===== config.mk =====
export PLATFORM = sky130hd
export DESIGN_NAME = mm_bus_matrix
export DESIGN_NICKNAME = d
export VERILOG_FILES = /design/src/rtl/mm_bm_pkg.sv /design/src/rtl/mm_bm_lock.sv /design/src/rtl/mm_bm_slave_arb.sv /design/src/rtl/mm_bus_matrix.sv
export SDC_FILE = /design/constraint.sdc
export NUM_CORES = 1
export LEC_CHECK = 0
export BUFFER_PORTS_ARGS = -buffer_cell sky130_fd_sc_hd__buf_2
export CORE_MARGIN = 5
export CORE_UTILIZATION = 34
export CTS_CLUSTER_SIZE = 20
export DETAILED_ROUTE_END_ITERATION = 10
export HOLD_SLACK_MARGIN = 0.08
export PLACE_DENSITY = 0.86
export SLEW_MARGIN = 20
export SYNTH_ARGS = -nofsm -noshare
export SYNTH_HDL_FRONTEND = slang
export SYNTH_SLANG_ARGS = --single-unit

===== constraint.sdc =====
create_clock -name clk -period 3.15 [get_ports clk]
set_input_delay 0.7875 -clock clk [delete_from_list [all_inputs] [get_ports clk]]
set_output_delay 0.7875 -clock clk [all_outputs]
set_load 0.1 [all_outputs]

===== src/rtl/mm_bm_pkg.sv =====
package mm_bm_pkg;
  localparam int NUM_M    = 5;
  localparam int M_ETH    = 0;
  localparam int M_DMA    = 1;
  localparam int M_DTC    = 2;
  localparam int M_CPU_OP = 3;
  localparam int M_CPU_IF = 4;
  localparam int S_ROM    = 1;

  typedef enum logic [1:0] {
    LK_NONE = 2'd0,
    LK_CPU  = 2'd1,
    LK_DTC  = 2'd2
  } lock_e;
endpackage


===== src/rtl/mm_bm_lock.sv =====
module mm_bm_lock
  import mm_bm_pkg::*;
#(
  parameter int N_M = 5
) (
  input  logic           clk,
  input  logic           rst,
  input  logic [N_M-1:0] m_req,
  input  logic [N_M-1:0] owned,
  input  logic           cpu_lock_in,
  input  logic           dtc_lock_in,
  output logic [N_M-1:0] elig,
  output lock_e          lock_q
);
  lock_e lk_eff, lk_nxt;
  logic  cpu_owns, dtc_owns;

  always_comb begin
    cpu_owns = owned[M_CPU_OP] | owned[M_CPU_IF];
    dtc_owns = owned[M_DTC];
    lk_eff   = lock_q;
    if (lock_q == LK_NONE) begin
      if (dtc_lock_in && m_req[M_DTC])
        lk_eff = LK_DTC;
      else if (cpu_lock_in && (m_req[M_CPU_OP] || m_req[M_CPU_IF]))
        lk_eff = LK_CPU;
    end
    for (int m = 0; m < N_M; m++) begin
      case (lk_eff)
        LK_CPU:  elig[m] = (m >= M_CPU_OP);
        LK_DTC:  elig[m] = (m == M_DTC);
        default: elig[m] = 1'b1;
      endcase
    end
    lk_nxt = lk_eff;
    if (lk_eff == LK_CPU && !cpu_lock_in && !cpu_owns) lk_nxt = LK_NONE;
    if (lk_eff == LK_DTC && !dtc_lock_in && !dtc_owns) lk_nxt = LK_NONE;
  end

  always_ff @(posedge clk) begin
    if (rst) lock_q <= LK_NONE;
    else     lock_q <= lk_nxt;
  end

  // an active CPU lock persists while its input stays high
  p_lock_keep_r6: assert property (@(posedge clk) disable iff (rst)
    (lock_q == LK_CPU && cpu_lock_in) |=> (lock_q == LK_CPU));
  // an active controller lock persists while its input stays high
  p_lock_keep_r7: assert property (@(posedge clk) disable iff (rst)
    (lock_q == LK_DTC && dtc_lock_in) |=> (lock_q == LK_DTC));
endmodule


===== src/rtl/mm_bm_slave_arb.sv =====
module mm_bm_slave_arb
  import mm_bm_pkg::*;
#(
  parameter int N_M        = 5,
  parameter int MW         = 3,
  parameter bit BAR_CPU_WR = 1'b0
) (
  input  logic           clk,
  input  logic           rst,
  input  logic [N_M-1:0] cand,
  input  logic [N_M-1:0] wr,
  input  logic           s_ready,
  output logic           grant_q,
  output logic [MW-1:0]  sel_q,
  output logic [N_M-1:0] done,
  output logic [N_M-1:0] err
);
  logic          win_v;
  logic [MW-1:0] win_idx;
  logic          bar_hit;

  always_comb begin
    win_v   = 1'b0;
    win_idx = '0;
    for (int m = N_M - 1; m >= 0; m--) begin
      if (cand[m]) begin
        win_v   = 1'b1;
        win_idx = MW'(m);
      end
    end
  end

  generate
    if (BAR_CPU_WR) begin : g_bar
      assign bar_hit = win_v && (int'(win_idx) >= M_CPU_OP) && wr[win_idx];
    end else begin : g_nobar
      assign bar_hit = 1'b0;
    end
  endgenerate

  always_ff @(posedge clk) begin
    if (rst) begin
      grant_q <= 1'b0;
      sel_q   <= '0;
    end else if (grant_q) begin
      if (s_ready) begin
        grant_q <= 1'b0;
        sel_q   <= '0;
      end
    end else if (win_v && !bar_hit) begin
      grant_q <= 1'b1;
      sel_q   <= win_idx;
    end
  end

  always_comb begin
    done = '0;
    err  = '0;
    if (grant_q && s_ready) done[sel_q] = 1'b1;
    if (!grant_q && bar_hit) begin
      done[win_idx] = 1'b1;
      err[win_idx]  = 1'b1;
    end
  end

  // no change of owner while the transfer is open
  p_no_preempt_r4: assert property (@(posedge clk) disable iff (rst)
    (grant_q && !s_ready) |=> (grant_q && $stable(sel_q)));
  // a completing transfer leaves the slave idle for one cycle
  p_release_r4: assert property (@(posedge clk) disable iff (rst)
    (grant_q && s_ready) |=> !grant_q);

  generate
    if (BAR_CPU_WR) begin : g_bar_chk
      // a CPU write that wins ROM never becomes a grant
      p_rom_bar_r8: assert property (@(posedge clk) disable iff (rst)
        (!grant_q && win_v && int'(win_idx) >= M_CPU_OP && wr[win_idx]) |=> !grant_q);
    end
  endgenerate
endmodule


===== src/rtl/mm_bus_matrix.sv =====
module mm_bus_matrix
  import mm_bm_pkg::*;
#(
  parameter int N_S    = 4,
  parameter int ADDR_W = 32
) (
  input  logic                  clk,
  input  logic                  rst,
  input  logic [NUM_M-1:0]      m_req,
  input  logic [NUM_M*ADDR_W-1:0] m_addr,
  input  logic [NUM_M-1:0]      m_write,
  input  logic                  cpu_xchg_lock,
  input  logic                  dtc_ctrl_lock,
  input  logic [N_S-1:0]        s_ready,
  output logic [NUM_M-1:0]      m_ack,
  output logic [NUM_M-1:0]      m_err,
  output logic [N_S-1:0]        s_grant,
  output logic [N_S*3-1:0]      s_sel
);
  localparam int N_M   = NUM_M;
  localparam int SEL_W = $clog2(N_S);
  localparam int MW    = 3;

  logic [SEL_W-1:0] tgt      [N_M];
  logic [N_M-1:0]   cand     [N_S];
  logic [N_M-1:0]   done_v   [N_S];
  logic [N_M-1:0]   err_v    [N_S];
  logic [N_S-1:0]   hold_map [N_M];
  logic [N_M-1:0]   owned, elig, ack_nxt, err_nxt;
  lock_e            lock_q;

  generate
    for (genvar m = 0; m < N_M; m++) begin : g_dec
      assign tgt[m] = m_addr[m*ADDR_W + ADDR_W - SEL_W +: SEL_W];
    end
  endgenerate

  always_comb begin
    owned = '0;
    for (int m = 0; m < N_M; m++) hold_map[m] = '0;
    for (int s = 0; s < N_S; s++) begin
      if (s_grant[s]) begin
        owned[s_sel[s*MW +: MW]]    = 1'b1;
        hold_map[s_sel[s*MW +: MW]][s] = 1'b1;
      end
    end
  end

  mm_bm_lock #(.N_M(N_M)) u_lock (
    .clk        (clk),
    .rst        (rst),
    .m_req      (m_req),
    .owned      (owned),
    .cpu_lock_in(cpu_xchg_lock),
    .dtc_lock_in(dtc_ctrl_lock),
    .elig       (elig),
    .lock_q     (lock_q)
  );

  always_comb begin
    for (int s = 0; s < N_S; s++) begin
      for (int m = 0; m < N_M; m++) begin
        cand[s][m] = m_req[m] && (tgt[m] == SEL_W'(s)) && !m_ack[m] && elig[m];
      end
    end
  end

  generate
    for (genvar s = 0; s < N_S; s++) begin : g_slv
      mm_bm_slave_arb #(
        .N_M       (N_M),
        .MW        (MW),
        .BAR_CPU_WR(s == S_ROM)
      ) u_arb (
        .clk    (clk),
        .rst    (rst),
        .cand   (cand[s]),
        .wr     (m_write),
        .s_ready(s_ready[s]),
        .grant_q(s_grant[s]),
        .sel_q  (s_sel[s*MW +: MW]),
        .done   (done_v[s]),
        .err    (err_v[s])
      );

      // no non-CPU grant can start under the CPU lock
      p_cpu_lock_r6: assert property (@(posedge clk) disable iff (rst)
        ($rose(s_grant[s]) && lock_q == LK_CPU) |-> (int'(s_sel[s*MW +: MW]) >= M_CPU_OP));
      // only the controller can start a grant under its lock
      p_dtc_lock_r7: assert property (@(posedge clk) disable iff (rst)
        ($rose(s_grant[s]) && lock_q == LK_DTC) |-> (int'(s_sel[s*MW +: MW]) == M_DTC));
    end
    for (genvar m = 0; m < N_M; m++) begin : g_own_chk
      // one slave per master at most
      p_one_slave_r10: assert property (@(posedge clk) disable iff (rst)
        $onehot0(hold_map[m]));
    end
  endgenerate

  always_comb begin
    ack_nxt = '0;
    err_nxt = '0;
    for (int s = 0; s < N_S; s++) begin
      ack_nxt = ack_nxt | done_v[s];
      err_nxt = err_nxt | err_v[s];
    end
  end

  always_ff @(posedge clk) begin
    if (rst) begin
      m_ack <= '0;
      m_err <= '0;
    end else begin
      m_ack <= ack_nxt;
      m_err <= err_nxt;
    end
  end

  // an error always comes with its acknowledge
  p_err_ack_r8: assert property (@(posedge clk) disable iff (rst)
    ((m_err & ~m_ack) == '0));
  // an acknowledge lasts a single cycle per transfer
  p_ack_pulse_r4: assert property (@(posedge clk) disable iff (rst)
    (m_ack != '0 && s_ready == '0) |=> ((m_ack & $past(m_ack)) == '0));
endmodule


==> results of run 1 <==
[worst max-delay path, delay by kind of cell]
kind / cells / cell delay [ns]
AOI/OAI and AO/OA: 3 / 0.77
buffers and inverters: 2 / 0.28
adders and majority gates: 1 / 0.33
and+or+nand+nor: 3 / 1.03
[power breakdown]
group,internal (W),switching (W)
logic,0.000130,0.000324
registers,0.000382,0.0000447
clock network,0.0000861,0.000114
[flip-flops by register name, indices dropped and copies added (netlist names)]
name	count
g_slv.u_arb.grant_q	4
g_slv.u_arb.sel_q	12
m_ack	5
u_lock.lock_q	2
m_err	5
[stage by stage]
| stage | utilization [%] | setup TNS [ns] |
|---|---|---|
| after detailed placement | 42.43 | -1.261 |
| after global placement | 42.43 | -0.1092 |
| after CTS | 43.23 | 0 |
| after floorplan | - | 0 |
| after global routing | 43.35 | 0 |
| final | 43.35 | 0 |
[cells by family after synthesis]
kind of cell	share of synthesized area, %
simple gates	35.13
compound gates	27.32
flops	30.98
buf+inv	4.979
fa+ha+maj	1.383
other cells	0.2073
[how the worst max path moves through the flow]
| stage | start | end | slack, ns | cells after the start |
|---|---|---|---|---|
| finish | m_req[3] | g_slv[0].u_arb.sel_q[0] | 0.16 | 9 |
| detailed placement | m_req[3] | g_slv[1].u_arb.sel_q[2] | -0.19 | 8 |
| floorplan | m_req[3] | g_slv[1].u_arb.sel_q[0] | 0.12 | 7 |
| CTS | m_req[3] | g_slv[0].u_arb.sel_q[1] | 0.10 | 8 |
| global placement | m_req[3] | g_slv[0].u_arb.sel_q[1] | -0.05 | 8 |
| global route | m_req[3] | g_slv[1].u_arb.sel_q[2] | 0.03 | 8 |
[cell usage after synthesis (3+ instances only)]
cell,number
o21ai_0,5
nor4b_1,4
clkbuf_1,3
o211ai_1,3
and3b_1,4
nor4_1,4
nor2_1,6
nand2_1,18
o22ai_1,3
nor3b_1,11
a31oi_1,7
dfxtp_1,28
a22o_1,5
nor4bb_1,6
a32oi_1,4
buf_4,4
nor3_1,7
nor2b_1,3
nand4_1,5
a211o_1,5
inv_1,12
a21oi_1,10
a2111oi_0,3
nand3_1,4
[placed cells by master (no fill, tap or decap), drive strengths merged, types with 3 or more instances in the layout]
master and count:
nor4b 5, nor3b 11, nand2 18, conb 3, or4b 4, nor2b 3, and3b 4, clkbuf 3
a2111oi 4, o211ai 3, o22ai 3, or4 3, nand4 5, nor4 4, nor4bb 6, buf 59
a32oi 4, inv 13, a21oi 10, nor3 7, a31oi 7, nor2 6, a211o 5, dfxtp 28
o21ai 5, nand3 4, a22o 5, a32o 3
[per-layer routing]
metal | global-route usage [%] | vias up
li1 | - | 942
met1 | 22.66 | 967
met2 | 27.62 | 93
met3 | 4.554 | 9
met4 | 4.012 | 0
met5 | 0 | -
[cell type report]
class	instances	area, um2	share of cell area (%)
Clock buffer	3	41.29	1.853
Inverter	13	48.80	2.190
Multi-Input combinational cell	161	1172	52.61
Sequential cell	28	560.5	25.15
Tap cell	70	87.58	3.930
Timing Repair Buffer	59	317.8	14.26
==> impl_results.md, run 1 <==
- Mapped Cells: 207
- Met1 wire length: 2.618 mm
- Setup CP Type: primary input to register
- Highest routed layer: met4
- Final hold vios: 0
- GRT Util Overall: 17.10%
- Number of max-cap violations: 0
- Vias in the first global route: 1947
- DRT Wirelength: 5.976 mm
- Cts repair resizes: 0
- DPL Wire Length: 4.787 mm
- Final Net Count: 446
- Starting Density: 35.20%
- #FFs+latches synth: 28
- Tot Pwr: 0.001080 W
- Yosys cell types: 56
- Setup Skew: 0.003766 ns
- Sequential fraction of the synthesis area: 30.98%
- Depth of the CTS H-tree: 1
- RD Place Congestion: 0.9631
- Largest net degree at the start of global routing: 21
- Via count: 2011
- Ant diodes: 0
- WP data required: 3.36 ns
- Final Max Slew Viols: 0
- CP max stage cell: or4_1
- Met2 WL: 2.745 mm
- Crit-path cells: buf_2 -> or2_2 -> a41oi_1 -> ha_1 -> nor4bb_2 -> a211o_1 -> buf_4 -> or4_1 -> o211ai_1
- Synth Warn #: 0
- Vias/cell: 6.021
- Pwr dens: 484.7 nW/um2
- Global route total overflow: 0
- WL per Instance: 17.89 um
- Worst path arrival time: 3.20 ns
- Number of placed instances, taps included: 331
- Crit Reg-Reg Endpoint: g_slv[0].u_arb.sel_q[0]
- CTS max path bufs: 2
- Crit path launch type: primary input
- Number of DRC markers in iteration 0: 134
- Worst hold slack: 0.5901 ns
- Critical Path Fanout Max: 5
- Drt first pass iters: 4
- Share of post-route cells with drive strength above 1: 28.03%
- RSZ-0062 raised after global routing: false
- Crit. End Element: register
- Core Rows: 26
- Initial antenna violation count: 0
- Area Overhead vs Synth: 23.17%
- Die X: 82.95 um
- Die Span Y: 82.95 um
- # setup viols final: 0
- Post-synth top area share: 30.98%
- Core area: 5140 um2
- Hold WC Path Type: register to register
- EDFF count, synth: 0
- CTS root buf: clkbuf_8
- Max-slew headroom: 57.12%
- First-pass GRT wire length: 9.708 mm
- Die ar.: 6880 um2
- Total CTS buffers: 3
- Slew @ Worst Pin: 0.6341 ns
- Syn avg cell area: 8.740 um2
- WHS Path Cells: 1
- Largest area contributor in the netlist: dfxtp_1
- Hold_sp: g_slv[0].u_arb.sel_q[2]
- Ys async rst share: 0%
- Max Fclk: 335.0 MHz
- Leak pwr: 0.9470 nW
- Hold endpoint: g_slv[0].u_arb.sel_q[2]
- Ranking of synthesized cells by area: dfxtp_1 31%, nor3b_1 4.6%, nand2_1 3.7%
- Fin crit period: 2.985 ns
- Setup slack, reg-to-reg: 0.74 ns
- Ys flop type: dfxtp_1
- Post-route cell area: 2228 um2
- Postcts setup bufs: 0
- R2R cell count: 8
- Clk sinks: 28
- I/O Buffers: 50
- CTS tree: built
- Setup WS pre-CTS: -0.1885 ns
- Peak per-stage delay on the critical path: 0.50 ns
- R2R Path Start: u_lock.lock_q[1]
- Fillers: 546
- Placed cell areas: 2181 um2
- Layout Cells excl Fill: 334
- Later-pin clock latency in the skew report: 0.28 ns
- Post-DRT Antenna Nets: 0
- VDD IR max: 0.2606 mV
- Status: complete, no violations
- Worst setup margin: 0.1646 ns
- Wire length on met3: 549 um
- Synthesized area: 1809 um2
- Fin crit share: 94.78%
- CTS hold repair buffers: 0
- Clk slew on worst S/H paths: 0.10 ns
- DRC Markers: 0
- Ports: 204
No activity file was read; power rests on OpenSTA's default activity.
==> run 2, diff against run 1 <==
ABC_AREA = 1   (was unset)
==> run 2 against run 1 <==
Flip-flop and latch count is the same; clock power grew 45%; worst setup slack gained 0.51 ns; register-to-register slack gained 0.26 ns; highest routed layer unchanged; global-route usage shrank 1.4 points; clock skew grew 0.0064 ns; critical endpoint is now m_err[3].
==> impl_results.md, run 2 <==
- CP max stage cell: ha_1
- Final Net Count: 504 (+13%)
- Ranking of synthesized cells by area: dfxtp_1 31%, nand2_1 9.5%, nand3_1 9.1%
- VDD IR max: 0.3284 mV (+26%)
- Drt first pass iters: 5 (+1)
- RSZ-0062 raised after global routing: false
- Crit path launch type: primary input
- Core area: 5140 um2 (unchanged)
- Fin crit period: 2.477 ns (-0.5082 ns)
- #FFs+latches synth: 28 (unchanged)
- Final Max Slew Viols: 0 (unchanged)
- GRT Util Overall: 15.74% (-1.4 points)
- CTS root buf: clkbuf_8
- Leak pwr: 1.044 nW (+10%)
- Syn avg cell area: 6.656 um2 (-24%)
- Clk sinks: 28 (unchanged)
- Synth Warn #: 0 (unchanged)
- Cts repair resizes: 0 (unchanged)
- Core Rows: 26 (unchanged)
- Postcts setup bufs: 0 (unchanged)
- Fin crit share: 78.64% (-16 points)
- Setup TNS: 0 ns (unchanged)
- Setup Skew: 0.01021 ns (+0.006440 ns)
- Vias in the first global route: 1929 (-0.92%)
- # setup viols final: 0 (unchanged)
- Total CTS buffers: 3 (unchanged)
- Critical Path Fanout Max: 5 (unchanged)
- Crit-path cells: buf_2 -> inv_1 -> a21oi_1 -> a31oi_1 -> ha_1 -> nand2_1 -> nor2_4 -> nand2_2 -> nand2_2 -> inv_2 -> nand3_1 -> nand2_1 -> nand2_4 -> nor2_4 -> nand2_2 -> nor2_1
- Max Fclk: 403.7 MHz (+21%)
- Final hold vios: 0 (unchanged)
- Post-route cell area: 2195 um2 (-1.5%)
- Hold WC Path Type: register to register
- CTS hold repair buffers: 0 (unchanged)
- Later-pin clock latency in the skew report: 0.29 ns (about the same)
- Largest area contributor in the netlist: dfxtp_1
- DRT Wirelength: 5.471 mm (-8.5%)
- I/O Buffers: 51 (+2.0%)
- Crit. End Element: register
- CTS tree: built
- Ant diodes: 0 (unchanged)
- Post-DRT Antenna Nets: 0 (unchanged)
- Worst hold slack: 0.5097 ns (-0.08042 ns)
- Most common cell after layout, fill and taps aside: buf_2
- Most frequent cells in the layout: 51 x buf_2, 46 x nand2_1, 39 x inv_1
- Worst path arrival time: 2.69 ns (-0.51 ns)
- CTS max path bufs: 2 (unchanged)
- Synth cell count leaders: 46 x nand2_1, 39 x inv_1, 33 x nand3_1
- Fillers: 553 (+1.3%)
- Setup CP Type: primary input to register
- Die ar.: 6884 um2 (about the same)
- Post-synth top area share: 30.96% (about the same)
- Sequential fraction of the synthesis area: 30.96% (about the same)
- Ys flop type: dfxtp_1
- Number of max-cap violations: 0 (unchanged)
- Number of DRC markers in iteration 0: 112 (-16%)
- Largest regs: g_slv.u_arb.sel_q: 12 flops, m_ack: 5 flops, m_err: 5 flops
- EDFF count, synth: 0 (unchanged)
- DPL Wire Length: 4.569 mm (-4.6%)
- Max reg flops: 12 (unchanged)
- Status: complete, no violations
- Via count: 2028 (+0.85%)
- Most common cell in the netlist: nand2_1
- WL per Instance: 13.92 um (-22%)
- Initial antenna violation count: 0 (unchanged)
- Yosys cell types: 32 (-43%)
- Die Span Y: 82.97 um (about the same)
- Area Overhead vs Synth: 21.22%
- CP most frequent cell: nand2_2
- WP data required: 3.36 ns (about the same)
- Clk slew on worst S/H paths: 0.11 ns (about the same)
- Slew @ Worst Pin: 0.4879 ns (-0.1461 ns)
- Die X: 82.97 um (about the same)
- Max-slew headroom: 67.17% (+10 points)
- RD Place Congestion: 0.8554 (-11%)
- Mapped Cells: 272 (+31%)
- Share of post-route cells with drive strength above 1: 26.32% (-1.7 points)
- Placed cell areas: 2123 um2 (-2.6%)
- Vias/cell: 5.160 (-14%)
- Synthesized area: 1810 um2 (about the same)
- Ys async rst share: 0% (unchanged)
- Largest Register: g_slv.u_arb.sel_q
- Largest net degree at the start of global routing: 24 (+14%)
- Ports: 204 (unchanged)
- DRC Markers: 0 (unchanged)
- Pwr dens: 517.2 nW/um2 (+6.7%)
- Depth of the CTS H-tree: 1 (unchanged)
- Global route total overflow: 0 (unchanged)
- First-pass GRT wire length: 8.997 mm (-7.3%)
- Starting Density: 35.22% (about the same)
- Peak per-stage delay on the critical path: 0.34 ns (-0.16 ns)
==> run 2: changes by cell type in the layout (fill, tap and decap cells not counted), sizes merged, moves of 8 or more <==
cell,previous run,this run
a21oi,10,20
buf,59,51
inv,13,45
nand2,18,54
nand3,4,35
nand4,5,13
nor2,6,39
nor3b,11,0
==> run 2: worst paths after layout <==
check | startpoint | end | slack, ns | cells after the start
worst max-delay path | m_req[3] | m_err[3] | 0.67 | 16
worst max register to register | u_lock.lock_q[1] | m_err[3] | 1.00 | 14
worst min register to register | g_slv[2].u_arb.sel_q[2] | g_slv[2].u_arb.sel_q[2] | 0.51 | 2
worst min-delay path | g_slv[2].u_arb.sel_q[2] | g_slv[2].u_arb.sel_q[2] | 0.51 | 2
==> run 2: where the power goes <==
part           switching (W)  internal [W]  total [W]  leakage (nW)
logic               0.000335     0.0000952   0.000430         0.779
clock network       0.000122      0.000171   0.000292        0.0357
registers          0.0000321      0.000380   0.000412         0.229
==> run 2: layer usage <==
metal	wire, um	GRT usage [%]	part of all wire [%]
met2	2547	25.80	47
met3	502	3.663	9.2
met4	83	5.201	1.5
met1	2337	20.26	43
met5	0	0	0
==> run 2: cell families (layout without fill, tap and decap cells) <==
logic type / count (synthesis) / count (layout) / synth area share, %
AO/OA/AOI/OAI: 34 / 34 / 12.23
buffers and inverters: 51 / 100 / 11.40
other: 1 / 3 / 0.2071
AND/OR/NAND/NOR: 156 / 156 / 43.82
adder cells (fa/ha/maj): 2 / 2 / 1.382
flip-flops: 28 / 28 / 30.96
==> run 2: cell type report <==
cell class,instances,area [um2],share of cell area [%]
Inverter,45,168.9,7.697
Timing Repair Buffer,51,255.2,11.63
Tap cell,70,87.58,3.991
Sequential cell,28,560.5,25.54
Clock buffer,3,41.29,1.881
Multi-Input combinational cell,195,1051,47.89
Clock inverter,1,30.03,1.368
==> run 2: critical path: cells and delay by family <==
kind            cells  cell delay (ns)
compound gates      2             0.29
fa+ha+maj           1             0.34
buf+inv             3             0.27
simple gates       10             1.00
==> run 2: metrics by stage <==
step	power, W	instances	util (%)	setup slack [ns]
6_report	0.001135	393	42.70	0.6727
5_1_grt	0.001192	393	42.70	0.4828
4_1_cts	0.001136	393	42.70	0.6751
3_5_place_dp	0.0008475	389	41.31	0.3807
3_3_place_gp	0.0008382	389	41.31	0.4128
2_1_floorplan	0.0007663	274	-	0.7327
